File: config.mk
export PLATFORM = sky130hd
export DESIGN_NAME = dram_strobe_seq
export DESIGN_NICKNAME = d
export VERILOG_FILES = /design/src/rtl/dram_seq_pkg.sv /design/src/rtl/dram_bank_decode.sv /design/src/rtl/dram_seq_fsm.sv /design/src/rtl/dram_addr_mux.sv /design/src/rtl/dram_strobe_seq.sv
export SDC_FILE = /design/constraint.sdc
export NUM_CORES = 1
export LEC_CHECK = 0
export ABC_AREA = 1
export BUFFER_PORTS_ARGS = -buffer_cell sky130_fd_sc_hd__buf_2
export CELL_PAD_IN_SITES_DETAIL_PLACEMENT = 0
export CELL_PAD_IN_SITES_GLOBAL_PLACEMENT = 2
export CORE_AREA = 2 2 61 63
export DETAILED_ROUTE_END_ITERATION = 10
export DIE_AREA = 0 0 63 65
export HOLD_SLACK_MARGIN = 0.12
export PLACE_DENSITY = 0.86
export SETUP_SLACK_MARGIN = 0.1
export SLEW_MARGIN = 20
export SYNTH_ARGS = -nofsm -noshare
export SYNTH_HDL_FRONTEND = slang
export SYNTH_HIERARCHICAL = 1
export SYNTH_SLANG_ARGS = --single-unit
File: constraint.sdc
create_clock -name clk -period 1.15 [get_ports clk]
set_input_delay 0 -clock clk [delete_from_list [all_inputs] [get_ports clk]]
set_output_delay 0 -clock clk [all_outputs]
set_load 0.03 [all_outputs]
File: src/rtl/dram_seq_pkg.sv
package dram_seq_pkg;

   typedef enum logic [2:0] {
      ST_IDLE = 3'd0,
      ST_ROW  = 3'd1,
      ST_MUX  = 3'd2,
      ST_COL  = 3'd3,
      ST_REF  = 3'd4
   } seq_state_t;

   localparam int unsigned MAP_SEL_W = 2;

endpackage

File: src/rtl/dram_bank_decode.sv
module dram_bank_decode #(
   parameter int unsigned ADDR_W = 20,
   parameter int unsigned NBANK  = 3,
   localparam int unsigned BANK_W = (NBANK > 1) ? $clog2(NBANK) : 1
) (
   input  logic [ADDR_W-1:0] addr,
   input  logic [1:0]        map_sel,
   output logic              hit,
   output logic [BANK_W-1:0] bank
);
   logic [2:0] seg;

   assign seg = addr[ADDR_W-1 -: 3];

   always_comb begin
      hit  = 1'b0;
      bank = '0;
      unique case (map_sel)
         2'd0: begin
            hit = (seg == 3'd0);
         end
         2'd1: begin
            hit  = (seg <= 3'd1);
            bank = BANK_W'(seg[0]);
         end
         2'd2: begin
            hit  = (seg <= 3'd2);
            bank = BANK_W'(seg[1:0]);
         end
         default: begin
            hit  = ~seg[2];
            bank = BANK_W'(seg[1]);
         end
      endcase
   end

endmodule

File: src/rtl/dram_seq_fsm.sv
module dram_seq_fsm
   import dram_seq_pkg::*;
#(
   parameter int unsigned NBANK = 3,
   localparam int unsigned BANK_W = (NBANK > 1) ? $clog2(NBANK) : 1
) (
   input  logic              clk,
   input  logic              rst,
   input  logic              strobe,
   input  logic              is_read,
   input  logic              refresh,
   input  logic              hit,
   input  logic [BANK_W-1:0] bank_in,
   output logic              acc_act,
   output logic              ref_act,
   output logic              mux_act,
   output logic              col_act,
   output logic              rd_q,
   output logic [BANK_W-1:0] bank_q
);
   seq_state_t state, nxt;

   always_comb begin
      nxt = state;
      if (!strobe) begin
         nxt = ST_IDLE;
      end else begin
         unique case (state)
            ST_IDLE: begin
               if (refresh)  nxt = ST_REF;
               else if (hit) nxt = ST_ROW;
            end
            ST_ROW:  nxt = ST_MUX;
            ST_MUX:  nxt = ST_COL;
            ST_COL:  nxt = ST_COL;
            ST_REF:  nxt = ST_REF;
            default: nxt = ST_IDLE;
         endcase
      end
   end

   always_ff @(posedge clk) begin
      if (rst) begin
         state  <= ST_IDLE;
         rd_q   <= 1'b0;
         bank_q <= '0;
      end else begin
         state <= nxt;
         if (state == ST_IDLE && nxt == ST_ROW) begin
            bank_q <= bank_in;
            rd_q   <= is_read;
         end else if (nxt == ST_IDLE || nxt == ST_REF) begin
            rd_q   <= 1'b0;
         end
      end
   end

   assign acc_act = (state == ST_ROW) || (state == ST_MUX) || (state == ST_COL);
   assign ref_act = (state == ST_REF);
   assign mux_act = (state == ST_MUX) || (state == ST_COL);
   assign col_act = (state == ST_COL);


   mux_follows_row_chk: assert property (@(posedge clk) disable iff (rst)
      $rose(mux_act) |-> $past(acc_act));


   col_follows_mux_chk: assert property (@(posedge clk) disable iff (rst)
      $rose(col_act) |-> $past(mux_act));


   bank_hold_chk: assert property (@(posedge clk) disable iff (rst)
      (acc_act && $past(acc_act)) |-> $stable(bank_q));

endmodule

File: src/rtl/dram_addr_mux.sv
module dram_addr_mux #(
   parameter int unsigned ADDR_W = 20,
   parameter int unsigned MA_W   = 9
) (
   input  logic [ADDR_W-1:0] addr,
   input  logic              sel_col,
   output logic [MA_W-1:0]   ma
);
   logic [MA_W-1:0] row_half, col_half;

   assign row_half = addr[MA_W-1:0];
   assign col_half = addr[2*MA_W-1:MA_W];
   assign ma       = sel_col ? col_half : row_half;

endmodule

File: src/rtl/dram_strobe_seq.sv
module dram_strobe_seq
   import dram_seq_pkg::*;
#(
   parameter int unsigned ADDR_W = 20,
   parameter int unsigned MA_W   = 9,
   parameter int unsigned NBANK  = 3,
   localparam int unsigned BANK_W = (NBANK > 1) ? $clog2(NBANK) : 1
) (
   input  logic              clk,
   input  logic              rst,
   input  logic [ADDR_W-1:0] bus_addr,
   input  logic              mem_rd_n,
   input  logic              mem_wr_n,
   input  logic              refresh,
   input  logic [1:0]        map_sel,
   output logic [NBANK-1:0]  ras_n,
   output logic              cas_n,
   output logic              mux,
   output logic              buf_dir,
   output logic              buf_en_n,
   output logic [MA_W-1:0]   dram_addr
);
   generate
      if (ADDR_W < 2*MA_W) begin : g_bad_width
         $error("ADDR_W must cover both halves of the DRAM address");
      end
      if (NBANK != 3) begin : g_bad_banks
         $error("memory maps are defined for exactly three banks");
      end
      if (ADDR_W < 3) begin : g_bad_seg
         $error("ADDR_W too small for bank segment decode");
      end
   endgenerate

   logic              strobe, is_read, hit;
   logic [BANK_W-1:0] bank_dec, bank_q;
   logic              acc_act, ref_act, mux_act, col_act, rd_q;

   assign strobe  = ~mem_rd_n | ~mem_wr_n;
   assign is_read = ~mem_rd_n;

   dram_bank_decode #(.ADDR_W(ADDR_W), .NBANK(NBANK)) u_dec (
      .addr    (bus_addr),
      .map_sel (map_sel),
      .hit     (hit),
      .bank    (bank_dec)
   );

   dram_seq_fsm #(.NBANK(NBANK)) u_fsm (
      .clk     (clk),
      .rst     (rst),
      .strobe  (strobe),
      .is_read (is_read),
      .refresh (refresh),
      .hit     (hit),
      .bank_in (bank_dec),
      .acc_act (acc_act),
      .ref_act (ref_act),
      .mux_act (mux_act),
      .col_act (col_act),
      .rd_q    (rd_q),
      .bank_q  (bank_q)
   );

   dram_addr_mux #(.ADDR_W(ADDR_W), .MA_W(MA_W)) u_amux (
      .addr    (bus_addr),
      .sel_col (mux_act),
      .ma      (dram_addr)
   );

   generate
      for (genvar g = 0; g < NBANK; g++) begin : g_ras
         assign ras_n[g] = ~(ref_act | (acc_act && (bank_q == BANK_W'(g))));
      end
   endgenerate

   assign cas_n    = ~col_act;
   assign mux      = mux_act;
   assign buf_en_n = ~acc_act;
   assign buf_dir  = rd_q;


   ras_onehot_chk: assert property (@(posedge clk) disable iff (rst)
      !(&(~ras_n)) |-> $onehot0(~ras_n));


   cas_needs_mux_chk: assert property (@(posedge clk) disable iff (rst)
      !cas_n |-> (mux && (ras_n != {NBANK{1'b1}})));


   refresh_quiet_chk: assert property (@(posedge clk) disable iff (rst)
      (&(~ras_n)) |-> (cas_n && !mux && buf_en_n));


   release_idle_chk: assert property (@(posedge clk) disable iff (rst)
      (mem_rd_n && mem_wr_n) |=> ((ras_n == {NBANK{1'b1}}) && cas_n && !mux && buf_en_n));


   buf_en_match_chk: assert property (@(posedge clk) disable iff (rst)
      !buf_en_n |-> ($countones(~ras_n) == 1));

endmodule

**After elaboration in Yosys (flattened, before gate mapping)**

Index checks and enable logic that the tools add are counted.

- $lt $le $gt $ge: 2
- Multiplexer cells: 9
- Bitwise logic cells: 12
- Equal/unequal tests: 10
- Reduce and logical (&&, ||, !) cells: 15

Operator list:

| kind | count |
|---|---|
| $pmux 3 s4 | 1 |
| $logic_not 3->1 | 3 |
| $mux 3 | 3 |
| $mux 9 | 1 |
| $not 1->1 | 8 |
| $eq 3x1->1 const B | 2 |
| $eq 3x2->1 const B | 2 |
| $eq 3x3->1 const B | 2 |
| $pmux 2 s3 | 1 |
| $eq 2x1->1 const B | 2 |
| $eq 2x2->1 const B | 2 |
| $logic_and 1x1->1 | 4 |
| $logic_not 2->1 | 2 |
| $logic_or 1x1->1 | 4 |
| $or 1x1->1 | 4 |
| $le 3x1->1 const B | 1 |
| $le 3x2->1 const B | 1 |
| $pmux 1 s3 | 1 |
| $mux 1 | 2 |
| $reduce_bool 2->1 | 1 |
| $reduce_or 2->1 | 1 |

- Flip-flop bits (word level): 6
- Logic and storage cells: 51
- Input bits: 27
- Output and inout port bits: 16

**Longest topological paths before layout**

- Depth after elaboration: 10
- Mapped depth: 9
- Depth with buffers taken out: 9

**By module**

Netlist, hierarchy kept.

Modules (own cells, without submodules):

| module | times used | area an instance (µm²) | seq. area each (µm²) | cells an instance |
|---|---|---|---|---|
| dram_seq_fsm | 1 | 302.8 | 120.1 | 42 |
| dram_addr_mux | 1 | 116.4 | 0.0 | 29 |
| dram_bank_decode | 1 | 63.8 | 0.0 | 15 |
| dram_strobe_seq | 1 | 55.1 | 0.0 | 14 |

**Worst setup path after synthesis**

No wires, ideal clock.

- Kind: reg-to-output
- From: register u_fsm.state[1]
- To: output dram_addr[0]
- Setup slack: -0.239 ns
- Data required time: 1.150 ns
- Data arrival time: 1.389 ns
- Stages on the path, launching flop included: 7
- Buffers on the path: 1
- Path through: dfxtp_1 -> inv_1 -> nor2_1 -> buf_6 -> inv_2 -> nand2_1 -> nand2_1

- Word-level cells in the longest chain between the ends: 3
- Elaborated cells between the ends (all ways): 4
- Those cells by class: 2 x eq/ne; 1 x mux; 1 x reduce/logical

RTL lines:

| element | RTL line | source |
|---|---|---|
| from (decl) | dram_seq_fsm.sv:21 | `seq_state_t state, nxt;` |
| from (signal assigned) | dram_seq_fsm.sv:48 | `state <= nxt;` |
| $eq 3x2->1 | dram_seq_fsm.sv:60 | `assign mux_act = (state == ST_MUX) \|\| (state == ST_COL);` |
| $logic_or 1x1->1 (*) | dram_seq_fsm.sv:60 |  |
| via mux | dram_strobe_seq.sv:18 | `output logic mux,` |
| $mux 9 (*) | dram_addr_mux.sv:13 | `assign ma = sel_col ? col_half : row_half;` |
| to (decl) | dram_strobe_seq.sv:21 | `output logic [MA_W-1:0] dram_addr` |

Mark *: on every way through the listed nets, which the timed path passes. The rest lies on a longest branch.

**Worst setup path after layout**

- From: register u_fsm.state[2]
- To: output dram_addr[6]

- Word-level cells in the longest chain between the ends: 3
- Elaborated cells between the ends (all ways): 4
- Those cells by class: 2 x eq/ne; 1 x mux; 1 x reduce/logical

RTL lines:

| element | RTL line |
|---|---|
| $eq 3x2->1 | dram_seq_fsm.sv:60 |
| $logic_or 1x1->1 (*) | dram_seq_fsm.sv:60 |
| $mux 9 (*) | dram_addr_mux.sv:13 |

Every way passes the cells marked *; elsewhere a longest branch is shown, timed or not.

==> results by group <==
Timing
  • Final hold viol count: 0
  • Final min period: 1200 ps
  • Max Slew Vio Count: 0
  • Final setup vio count: 11
  • Clock skew: 0.668 ps
  • Unrepaired setup endpoints after global routing: yes
  • Fin Hold WS: 135 ps
  • F_max: 834 MHz
  • Worst Tran Pin Value: 222 ps
  • Fin crit share: 104%
  • Final worst setup slack: -48.9 ps
  • Slew HR: 85.2%

Die
  • Core Region: 3500 µm²
  • Row cnt: 22
  • Total Die Area: 4100 µm²
  • Die Width: 63 µm
  • Chip height: 65 µm
  • Initial Utilization: 15.4%
  • I/O pin count: 43

Setup path
  • Worst reg2reg endpoint: u_fsm/bank_q[1]$_SDFFE_PP0P_
  • CP Class: flip-flop to output pin
  • R2R depth: 6
  • WP buf/inv: 2
  • Critical path data required time: 1150 ps
  • Delay-heaviest family, CP: flip-flops
  • Slowest stage delay, CP: 380 ps
  • Setup crit end kind: output pin
  • Startpoint types: flip-flop
  • Slowest-stage cell, CP: dfxtp_4
  • CP Max Fanout: 9
  • CP arrival: 1200 ps
  • Reg2Reg Launch Point: u_fsm/state[1]$_SDFF_PP0_
  • WP depth: 5
  • Reg2reg setup slack: 150 ps
  • Critical path, cell by cell: nor2_4 -> inv_4 -> nand2_1 -> nand2_2 -> buf_2

Clock network
  • Worst-path clk slew: 40 ps
  • H-tree depth: 1
  • Clock sinks: 6
  • Num CTS Buffers: 3
  • CTS tree: built
  • Clock Latency Late Sink: 230 ps
  • Max Root-Sink Buffers: 2
  • Root buf cell: clkbuf_4

Final layout
  • Antenna cells: 0
  • Commonest non-fill, non-tap cells in the layout: buf_2 (32), nand2_1 (30), nand2_2 (12)
  • Final Instance Area: 972 µm²
  • Final non-filler cell total: 198
  • # fillers: 398
  • Commonest non-fill, non-tap cell in the layout: buf_2
  • Post-layout nets: 179
  • Layout cells sized above 1: 53.3%
  • Fin util: 27.8%
  • Area growth from synthesis to layout: 80.7%

Global route
  • Largest net degree at the start of global routing: 10
  • Global-route usage over all layers: 8.80%
  • Number of antenna violations at the first check in global routing: 0
  • First-pass GRT wire length: 2.87 mm
  • Vias in the first global route: 684
  • Grt ovf: 0

Route
  • DRC violations left: 0
  • Initial DRC count: 9
  • Post-Route WL: 1.76 mm
  • Pre-Repair DR Iteration Count: 4
  • Vias per inst: 3.73
  • DRT antenna net count: 0
  • Wire per inst: 8.88 µm
  • Via count: 738

Synth
  • Compound-cell area share of the yosys netlist: 4.42%
  • Area leader, netlist: nand2_1
  • Syn. warnings: 6
  • XOR/XNOR Fraction of Synth Area: 0%
  • Seq/Total Area, Yosys: 22.3%
  • Mapped Nets: 127
  • Main combinational cell family by area after synthesis: simple AND/OR/NAND/NOR gates
  • Area fraction of the dominant cell type after synthesis: 27.9%
  • Synth Register Bits: 6
  • Post-Synth Adder-Cell Area: 0%
  • Dominant cells by area after synthesis: nand2_1 (28%), dfxtp_1 (22%), inv_1 (8.4%), nor2_1 (8.4%), nor2_2 (8.1%)
  • Distinct cells, synth: 15
  • Synth Cell Area: 538 µm²
  • Mapped Cells: 100
  • Post-Synth Simple-Gate Area: 60.0%
  • Mux cell area share after synthesis: 0%
  • Syn_area_per_cell: 5.38 µm²

Status
  • Failing checks: negative setup slack
  • Status: finished with violations

Worst hold path
  • Min-delay src: mem_wr_n
  • WHS Path Cells: 4
  • Worst hold path type: primary input to flip-flop
  • Worst Hold Path EP: u_fsm/state[0]$_SDFF_PP0_

Run
  • Max Cap Viol: 0

Pwr
  • Pwr dens: 774 nW/µm²
  • Peak VDD IR: 0.000192 V
  • Leakage Power: 0.000486 µW

Placed design
  • DP HPWL: 1.37 mm
  • Final GP Congestion: 0.716
  • Port Buf Inserts: 42
  • Placed instance count: 189
  • Post-Place Setup Slack: 19.2 ps
  • Post-DP Area: 831 µm²
[state kept, by name (all words and copies together) (netlist names)]
name / count
u_fsm/state: 3
u_fsm/rd_q: 1
u_fsm/bank_q: 2
[per-layer routing]
layer  GRT usage (%)  vias to the layer above  routed length, µm
met5               0                        -                  0
met2            17.0                       34                824
met3            2.08                        2                156
met1            9.11                      299                760
met4            3.33                        0                 17
li1                -                      403                  -
[worst reg2reg max path, stage by stage (launching register included)]
cell and delay (ps):
dfxtp_2 330, nor2_2 180, nand2_2 110, inv_2 90, nand3b_1 70, nand2_1 90, nor2_2 30
[per-stage QoR]
stage	TNS [ps]	power (µW)
after global placement	0	527
after CTS	-450	761
after global routing	-1280	807
after detailed placement	0	525
final	-337	752
after floorplan	0	423
[synthesized netlist by cell type, drive strengths merged]
cell and n:
a21oi 3, buf 1, dfxtp 6, inv 16
nand2 42, nand3 7, nand3b 2, nor2 20
nor3 2, o21ai 1
[power by group]
part | switching [µW] | internal, µW | total [µW]
Sequential | 16.3 | 220 | 236
Combinational | 195 | 136 | 331
Clock | 67.5 | 117 | 185
Total | 279 | 473 | 752
[kinds of logic after synthesis]
kind of cell | count (synthesis)
simple gates | 73
buf+inv | 17
flops | 6
compound gates | 4
[final cells by class]
cell class,instances,area [µm²],area share [%]
sequential,6,126,13.0
timing repair buffer,47,294,30.2
tap,48,60.1,6.18
clock buffer,3,22.5,2.32
multi-input combinational,78,404,41.6
inverter,16,65.1,6.69
[worst max-delay path by stage]
| stage | from | to | slack [ps] |
|---|---|---|---|
| 2_1_floorplan | u_fsm/state[1]$_SDFF_PP0_ | dram_addr[0] | 100 |
| 3_3_place_gp | u_fsm/state[1]$_SDFF_PP0_ | dram_addr[2] | 40 |
| 3_5_place_dp | u_fsm/state[1]$_SDFF_PP0_ | dram_addr[2] | 20 |
| 4_1_cts | u_fsm/state[2]$_SDFF_PP0_ | dram_addr[0] | -50 |
| 5_1_grt | u_fsm/state[2]$_SDFF_PP0_ | dram_addr[6] | -150 |
| 6_report | u_fsm/state[2]$_SDFF_PP0_ | dram_addr[6] | -50 |
[what timing repair did]
item,4_1_cts,5_1_grt
setup endpoints to repair,15,18
hold buffers,4,0
pin swaps,2,1
gates resized for setup,22,3
buffers inserted,1,0
hold endpoints to repair,4,0
gates cloned,1,0
Power figures use the tool's default switching activity.
